## config.mk

```make
export PLATFORM = sky130hd
export DESIGN_NAME = cfgsec_ctrl
export DESIGN_NICKNAME = d
export VERILOG_FILES = /design/src/rtl/cfgsec_pkg.sv /design/src/rtl/cfgsec_fsm.sv /design/src/rtl/cfgsec_grant.sv /design/src/rtl/cfgsec_keyflag.sv /design/src/rtl/cfgsec_ctrl.sv
export SDC_FILE = /design/constraint.sdc
export NUM_CORES = 1
export LEC_CHECK = 0
export CAP_MARGIN = 25
export CORE_AREA = 2 2 39 41
export CTS_BUF_LIST = sky130_fd_sc_hd__clkbuf_16
export DETAILED_ROUTE_END_ITERATION = 10
export DIE_AREA = 0 0 41 43
export DONT_BUFFER_PORTS = 1
export PLACE_DENSITY = 0.66
export SETUP_SLACK_MARGIN = 0.2
export SYNTH_ARGS = -nofsm -noshare
export SYNTH_HDL_FRONTEND = slang
export SYNTH_SLANG_ARGS = --single-unit
```

## constraint.sdc

```tcl
create_clock -name clk -period 1.4 [get_ports clk]
set_clock_uncertainty 0.15 [all_clocks]
set_input_delay 0.07 -clock clk [delete_from_list [all_inputs] [get_ports clk]]
set_output_delay 0.07 -clock clk [all_outputs]
set_load 0.03 [all_outputs]
```

## src/rtl/cfgsec_pkg.sv

```systemverilog
package cfgsec_pkg;

  typedef enum logic [2:0] {
    ST_IDLE      = 3'd0,
    ST_CLEAR_PRE = 3'd1,
    ST_LOADING   = 3'd2,
    ST_VERIFY    = 3'd3,
    ST_RUN_PLAIN = 3'd4,
    ST_RUN_ENC   = 3'd5,
    ST_CLEAR_POST= 3'd6,
    ST_ZEROIZE   = 3'd7
  } cs_state_e;

  localparam int OP_NUM  = 4;
  localparam int OP_RB   = 0;
  localparam int OP_PR   = 1;
  localparam int OP_WARM = 2;
  localparam int OP_DEC  = 3;

  // true while a clear command is outstanding
  function automatic logic is_clearing(cs_state_e st);
    return (st == ST_CLEAR_PRE) || (st == ST_CLEAR_POST) || (st == ST_ZEROIZE);
  endfunction

  // policy table: may operation `op` be granted now
  function automatic logic op_allowed(int op, cs_state_e st, logic enc_load, logic next_enc);
    logic ok;
    ok = 1'b0;
    if (!is_clearing(st)) begin
      case (op)
        OP_RB, OP_PR: ok = (st == ST_RUN_PLAIN);
        OP_WARM:      ok = (st == ST_RUN_PLAIN) && !next_enc;
        OP_DEC:       ok = (st == ST_LOADING) && enc_load;
        default:      ok = 1'b0;
      endcase
    end
    return ok;
  endfunction

endpackage

```

## src/rtl/cfgsec_fsm.sv

```systemverilog
module cfgsec_fsm
  import cfgsec_pkg::*;
(
  input  logic      clk,
  input  logic      rst_n,
  input  logic      load_start,
  input  logic      load_enc,
  input  logic      load_done,
  input  logic      mac_done,
  input  logic      mac_ok,
  input  logic      unload,
  input  logic      zeroize_req,
  input  logic      warm_go,
  input  logic      clear_done,
  output cs_state_e state,
  output logic      enc_load,
  output logic      cfg_clear,
  output logic      key_clear
);

  cs_state_e state_nx;
  logic      enc_load_nx;

  always_comb begin
    state_nx    = state;
    enc_load_nx = enc_load;
    if (zeroize_req) begin
      state_nx    = ST_ZEROIZE;
      enc_load_nx = 1'b0;
    end else begin
      case (state)
        ST_IDLE: if (load_start) begin
          state_nx    = load_enc ? ST_CLEAR_PRE : ST_LOADING;
          enc_load_nx = load_enc;
        end
        ST_CLEAR_PRE: if (clear_done) state_nx = ST_LOADING;
        ST_LOADING: if (load_done) state_nx = enc_load ? ST_VERIFY : ST_RUN_PLAIN;
        ST_VERIFY: if (mac_done) state_nx = mac_ok ? ST_RUN_ENC : ST_CLEAR_POST;
        ST_RUN_PLAIN: begin
          if (unload) state_nx = ST_IDLE;
          else if (warm_go) begin
            state_nx    = ST_LOADING;
            enc_load_nx = 1'b0;
          end
        end
        ST_RUN_ENC: if (unload) state_nx = ST_CLEAR_POST;
        ST_CLEAR_POST, ST_ZEROIZE: if (clear_done) begin
          state_nx    = ST_IDLE;
          enc_load_nx = 1'b0;
        end
        default: state_nx = ST_ZEROIZE;
      endcase
    end
  end

  always_ff @(posedge clk) begin
    if (!rst_n) begin
      state    <= ST_IDLE;
      enc_load <= 1'b0;
    end else begin
      state    <= state_nx;
      enc_load <= enc_load_nx;
    end
  end

  assign cfg_clear = is_clearing(state);
  assign key_clear = (state == ST_ZEROIZE);

  // zeroize wins over every other transition
  p_zero_prio_r5: assert property (@(posedge clk) disable iff (!rst_n)
    zeroize_req |=> (state == ST_ZEROIZE));

  // an encrypted load only reaches LOADING through the pre-clear
  p_pre_clear_r4: assert property (@(posedge clk) disable iff (!rst_n)
    (state == ST_LOADING && enc_load && $past(state) != ST_LOADING)
      |-> ($past(state) == ST_CLEAR_PRE));

  // clear command held until acknowledged
  p_clear_hold_r4: assert property (@(posedge clk) disable iff (!rst_n)
    (cfg_clear && !clear_done) |=> cfg_clear);

  // failed integrity never reaches the encrypted run state
  p_reject_r6: assert property (@(posedge clk) disable iff (!rst_n)
    (state == ST_VERIFY && mac_done && !mac_ok && !zeroize_req) |=> (state == ST_CLEAR_POST));

endmodule

```

## src/rtl/cfgsec_grant.sv

```systemverilog
module cfgsec_grant
  import cfgsec_pkg::*;
(
  input  logic              clk,
  input  logic              rst_n,
  input  logic [OP_NUM-1:0] req,
  input  cs_state_e         state,
  input  logic              enc_load,
  input  logic              next_enc,
  output logic [OP_NUM-1:0] gnt
);

  for (genvar g = 0; g < OP_NUM; g++) begin : g_op
    assign gnt[g] = req[g] && op_allowed(g, state, enc_load, next_enc);
  end

  // no readback of an encrypted design
  p_no_rb_enc_r1: assert property (@(posedge clk) disable iff (!rst_n)
    (state == ST_RUN_ENC) |-> !gnt[OP_RB]);

  // no partial reconfiguration of an encrypted design
  p_no_pr_enc_r2: assert property (@(posedge clk) disable iff (!rst_n)
    (state == ST_RUN_ENC) |-> !gnt[OP_PR]);

  // decryptor locked once configured
  p_dec_lock_r7: assert property (@(posedge clk) disable iff (!rst_n)
    (state == ST_RUN_ENC || state == ST_RUN_PLAIN) |-> !gnt[OP_DEC]);

  // nothing granted while a clear is pending
  p_clear_deny_r8: assert property (@(posedge clk) disable iff (!rst_n)
    is_clearing(state) |-> (gnt == '0));

endmodule

```

## src/rtl/cfgsec_keyflag.sv

```systemverilog
module cfgsec_keyflag (
  input  logic clk,
  input  logic rst_n,
  input  logic set_evt,
  input  logic clr_evt,
  output logic erased
);

  always_ff @(posedge clk) begin
    if (!rst_n)       erased <= 1'b0;
    else if (set_evt) erased <= 1'b1;
    else if (clr_evt) erased <= 1'b0;
  end

  // sticky until a key-program pulse
  p_flag_hold_r10: assert property (@(posedge clk) disable iff (!rst_n)
    (erased && !clr_evt) |=> erased);

  // rises only from a zeroize event
  p_flag_rise_r10: assert property (@(posedge clk) disable iff (!rst_n)
    (!erased && !set_evt) |=> !erased);

endmodule

```

## src/rtl/cfgsec_ctrl.sv

```systemverilog
module cfgsec_ctrl
  import cfgsec_pkg::*;
(
  input  logic              clk,
  input  logic              rst_n,
  input  logic              load_start_i,
  input  logic              load_enc_i,
  input  logic              load_done_i,
  input  logic              mac_done_i,
  input  logic              mac_ok_i,
  input  logic              unload_i,
  input  logic              tamper_i,
  input  logic              key_access_i,
  input  logic              key_program_i,
  input  logic              clear_done_i,
  input  logic [OP_NUM-1:0] req_i,
  output logic [OP_NUM-1:0] gnt_o,
  output logic              cfg_clear_o,
  output logic              key_clear_o,
  output logic [2:0]        cfg_state_o,
  output logic              enc_active_o,
  output logic              keys_erased_o
);

  cs_state_e         state;
  logic              enc_load;
  logic              zeroize_req;
  logic [OP_NUM-1:0] gnt;

  assign zeroize_req = tamper_i | key_access_i;

  cfgsec_fsm u_fsm (
    .clk        (clk),
    .rst_n      (rst_n),
    .load_start (load_start_i),
    .load_enc   (load_enc_i),
    .load_done  (load_done_i),
    .mac_done   (mac_done_i),
    .mac_ok     (mac_ok_i),
    .unload     (unload_i),
    .zeroize_req(zeroize_req),
    .warm_go    (gnt[OP_WARM]),
    .clear_done (clear_done_i),
    .state      (state),
    .enc_load   (enc_load),
    .cfg_clear  (cfg_clear_o),
    .key_clear  (key_clear_o)
  );

  cfgsec_grant u_grant (
    .clk      (clk),
    .rst_n    (rst_n),
    .req      (req_i),
    .state    (state),
    .enc_load (enc_load),
    .next_enc (load_enc_i),
    .gnt      (gnt)
  );

  cfgsec_keyflag u_flag (
    .clk    (clk),
    .rst_n  (rst_n),
    .set_evt(zeroize_req),
    .clr_evt(key_program_i),
    .erased (keys_erased_o)
  );

  assign gnt_o        = gnt;
  assign cfg_state_o  = state;
  assign enc_active_o = (state == ST_RUN_ENC);

  // key clear always accompanied by configuration clear
  p_key_with_cfg_r5: assert property (@(posedge clk) disable iff (!rst_n)
    key_clear_o |-> cfg_clear_o);

endmodule

```

* Yosys cells after proc, flatten, opt, wreduce, memory -nomap -nowiden
Cells that the tools add are included.
Cells by class: bitwise operators 2, eq/ne operators 18, mux-type cells 23, reductions and logical operators 16
Operators with widths (number):
- 3-bit two-way mux | 10
- 3-bit one-hot mux with 7 select lines | 1
- 3-bit by 2-bit != test with 1-bit output (second input constant) | 6
- 3-bit == test (second input constant) | 4
- 1-bit two-way mux | 9
- 7-bit AND reduction | 1
- 3-bit by 2-bit == test with 1-bit output (second input constant) | 2
- 1-bit logical AND | 6
- 2-bit != test (second input constant) | 3
- 5-bit AND reduction | 1
- 2-bit two-way mux | 2
- 4-bit by 2-bit != test with 1-bit output (second input constant) | 1
- 2-bit OR reduction | 2
- 3-bit by 1-bit == test with 1-bit output (second input constant) | 1
- 3-bit zero test | 1
- 1-bit one-hot mux with 3 select lines | 1
- 3-bit nonzero test | 1
- 1-bit logical OR | 2
- 2-bit by 1-bit != test with 1-bit output (second input constant) | 1
- 2-bit nonzero test | 1
- 1-bit zero test | 1
- 1-bit NOT | 1
- 1-bit OR | 1
Word-level totals: output and inout bits 11, input bits 16, bits in registers 5

* Depth between registers and ports, before layout
depth after elaboration 9, mapped depth 6, mapped depth without buffers 4

* Hierarchy
From an unflattened synthesis, not the netlist that was laid out.
Unflattened totals: cells, all modules 68, area, all modules 531.8 um^2
Modules (own cells, without submodules):
- cfgsec_fsm | times used 1, seq. area each 80.1 um^2, area each 426.7 um^2, cells each 57
- cfgsec_grant | times used 1, seq. area each 0.0 um^2, area each 48.8 um^2, cells each 6
- cfgsec_keyflag | times used 1, seq. area each 20.0 um^2, area each 41.3 um^2, cells each 3
- cfgsec_ctrl | times used 1, seq. area each 0.0 um^2, area each 15.0 um^2, cells each 2

* Worst setup path after synthesis
OpenSTA, ideal clock, no wires.
path kind flip-flop to flip-flop, from register u_fsm.state[1], to register u_fsm.state[1], data arrival time 1560 ps, path buffers 1, cell stages (with the launch flop) 6, data required time 1130 ps, setup slack -430 ps, clock period less this slack 1830 ps, path through dfxtp_1 -> buf_6 -> mux4_2 -> o32a_1 -> o2111ai_2 -> a21oi_2
Between the ends: word-level cells in the longest chain between the ends 7
Ends and longest elaborated chain:
- from (decl) | line cfgsec_fsm.sv:15 | output cs_state_e state,
- from (signal assigned) | line cfgsec_fsm.sv:61 | state <= state_nx;
- 3-bit by 1-bit == test with 1-bit output / 3-bit == test (equally long branches) | line cfgsec_pkg.sv:22, cfgsec_fsm.sv:31
- 1-bit logical OR (2 in series) | line cfgsec_pkg.sv:22 | return (st == ST_CLEAR_PRE) || (st == ST_CLEAR_POST) || (st == ST_ZEROIZE);
- 1-bit two-way mux | line cfgsec_pkg.sv:29 | if (!is_clearing(st)) begin
- 1-bit logical AND | line cfgsec_grant.sv:14 | assign gnt[g] = req[g] && op_allowed(g, state, enc_load, next_enc);
- 4-bit by 2-bit != test with 1-bit output (no source line)
- 7-bit AND reduction (no source line)
Parallel ways exist; a longest one is shown, timed or not. A chain may end at the register's enable or synchronous reset.

* Worst setup path after layout
Ends and elaborated chain as after synthesis.

==> impl_metrics.toml <==
[status]
outcome = "finished, violations left"
violations = "setup timing"

[final_layout]
nets = 115
drive_above_1_share = 0.582
num_antenna_cells = 0
syn2layout_area_growth_pct = 101
utilization = 0.731
fillCellCount = 95

[clock_tree]
clk_latency_ns = 0.23
cts.path.max_buffers = 2
clock-sinks = 5
cts_tree = "yes"
htreeDepth = 1
numCtsBuffers = 3
clk_pin_slew_ns = 0.04
clock-root-buffer = "clkbuf_16"

[synth]
synth-compound-area-share = 0.266
ys.warnings.count = 0
ys_seq_area_frac = 0.199
synth_top_family_by_area = "simple AND/OR/NAND/NOR gates"
synth_mux_area_frac = 0.0645
netlist_instances = 66
synth_edf_count = 0
synthesis.area_um2 = 504
syn_avg_cell_area_um2 = 7.64
synthSimpleGateAreaFrac = 0.347
async_reset_ff_frac = 0
synth_fa_ha_area_frac = 0
syn-num-nets = 82
synth-seq-cells = 5
dominantRegCellSynth = "dfxtp_1"
synth_cell_type_count = 36
synth-xor-area-share = 0.0174

[critical_path]
cp_num_buf_inv = 0
reg2regPathDepth = 4
cp-end-kind = "flop"
cp.required_ns = 1.36
rrSetupSlack_ns = -0.24
critPathKind = "reg -> reg"
cp.arrival_ns = 1.59
worst_r2r_endpoint = "u_fsm.state[1]"
start_kind = "flop"
slowest_delay_ns = 0.57
path_cells = "mux4_2 > o32a_1 > o2111ai_2 > a21oi_2"
crit_family = "multiplexers"
r2r-start = "u_fsm.state[1]"
critPathMaxFanout = 6
crit_slowest_cell = "mux4_2"

[timing]
fin_ws_ns = -0.236
drv_slew = 0
period_needed_ns = 1.64
relSlewSlack = 0.827
whs_ns = 0.00486
rsz0062_at_grt = "yes"
final.period_utilization = 1.17
max_freq_mhz = 611
final_hold_viol_count = 0
setup_viol = 11
tightest_slew_ns = 0.258

[placement]
io_buffers = 0
place_congestion = 0.910
post-dp-hpwl_um = 1110

[route]
remaining_drc_errors = 0
drt-total-wl_um = 2110
via_per_inst = 5.81
wl_per_cell_um = 18.5
vias = 662
drt_iter0_markers = 25
first_pass_iters = 4
ant_nets = 0

[worst_hold_path]
whs_path_depth = 4
min_path_type = "in -> reg"
whs_endpoint = "u_fsm.state[1]"
min_from = "tamper_i"

[die]
dieArea_um2 = 1760
dieHeight_um = 43
core_area_um2 = 1380
dieWidth_um = 41
rows = 14
start_util = 0.364
io_pins = 27

[global_routing]
grt_pass1_wl_um = 3300
antenna_found_initial = 0
grt_usage = 0.277
first_global_vias = 723
grt_max_degree = 7
grt-ovfl-total = 0

[power]
power.total_w = 0.00103
leakagePower_nw = 0.433
vdd_drop_max_mv = 0.509
p_per_area_nw_per_um2 = 1020

[flow_run]
drv_cap = 0
## worst min-delay path, cell delays in order
cell and delay, ns:
nor2_1 0.03, o21ai_0 0.06, a21oi_1 0.05, a21oi_2 0.13
## layout by cell type (no fill, tap or decap), types with 2 or more instances in the layout
| cell type | instances |
|---|---|
| buf_4 | 18 |
| dlygate4sd3_1 | 6 |
| buf_6 | 6 |
| inv_1 | 4 |
| nor2_4 | 4 |
| a21oi_1 | 4 |
| nand3_1 | 4 |
| and2_4 | 3 |
| clkbuf_16 | 3 |
| dfxtp_4 | 3 |
| o21ai_2 | 2 |
| nor2_1 | 2 |
| nand2b_1 | 2 |
| or3b_2 | 2 |
| a31oi_1 | 2 |
| o21ai_1 | 2 |
| dfxtp_1 | 2 |
## layer usage
layer,global-route usage,up-vias,share of wire
met5,0,-,0
met3,0.0838,8,0.065
met1,0.293,320,0.38
met4,0.153,0,0.025
li1,-,306,-
met2,0.456,28,0.53
## kinds of logic (layout without fill, tap and decap cells)
group | Yosys count | in the layout
xor gates and xnor gates | 1 | 1
DFF | 5 | 5
muxes | 2 | 2
and+or+nand+nor | 30 | 30
buffers and inverters | 9 | 41
AOI/OAI and AO/OA | 19 | 19
## layout make-up
type	count	area, µm²	area share
repair buffers	33	330	0.326
well taps	16	20.0	0.0198
clock buffers	3	75.1	0.0742
multi-input cells	52	449	0.444
inverters	4	22.5	0.0222
clock inverters	1	3.75	0.00371
flip-flops and latches	5	111	0.110
## metrics by stage
stage	TNS [ns]	setup slack, ns	cell area, µm²	std cells
finish	-1.23	-0.236	1010	114
global route	-1.70	-0.267	1010	114
global placement	-0.392	-0.116	664	94
CTS	-0.786	-0.146	986	114
floorplan	-0.774	-0.242	566	66
detailed placement	-0.532	-0.148	664	94
## how the worst max path moves through the flow
stage                   start  depth (start not counted)  slack [ns]        endpoint
6_report       u_fsm.state[1]                          4       -0.24  u_fsm.state[1]
5_1_grt        u_fsm.state[1]                          4       -0.27  u_fsm.state[1]
4_1_cts        u_fsm.state[1]                          4       -0.15  u_fsm.state[1]
3_5_place_dp   u_fsm.state[1]                          3       -0.15  u_fsm.state[2]
3_3_place_gp   u_fsm.state[1]                          4       -0.12  u_fsm.state[1]
2_1_floorplan  u_fsm.state[1]                          5       -0.24  u_fsm.state[1]
## synth_stat cells (all sizes together), types with 2 or more instances
cell type	instances	area [µm²]
a21oi	5	28.8
inv	4	15.0
dfxtp	5	100
nor2b	2	12.5
a31oi	2	12.5
nor2	7	28.8
buf	4	31.3
and2	3	18.8
o21ai	5	25.0
nand2b	3	18.8
or3b	3	26.3
nand3	4	20.0
nand2	2	7.51
## sequential cells by signal, summed over array words and instances, names as in the netlist
signal	cells
u_fsm.state	3
u_flag.erased	1
u_fsm.enc_load	1
## repair_timing
item                                    in CTS  in global routing
endpoints found under the hold margin        5                  0
pin swaps                                    9                  8
buffers inserted                             9                  0
cloned                                       1                  0
resized for setup                           23                  6
hold buffers                                 6                  0
endpoints found under the setup margin      11                 11
## report_power, final
group | switching, W | internal, W
clock network | 0.0000984 | 0.000370
registers | 0.0000164 | 0.000154
logic | 0.000187 | 0.000202
No activity file was read; power rests on OpenSTA's default activity.
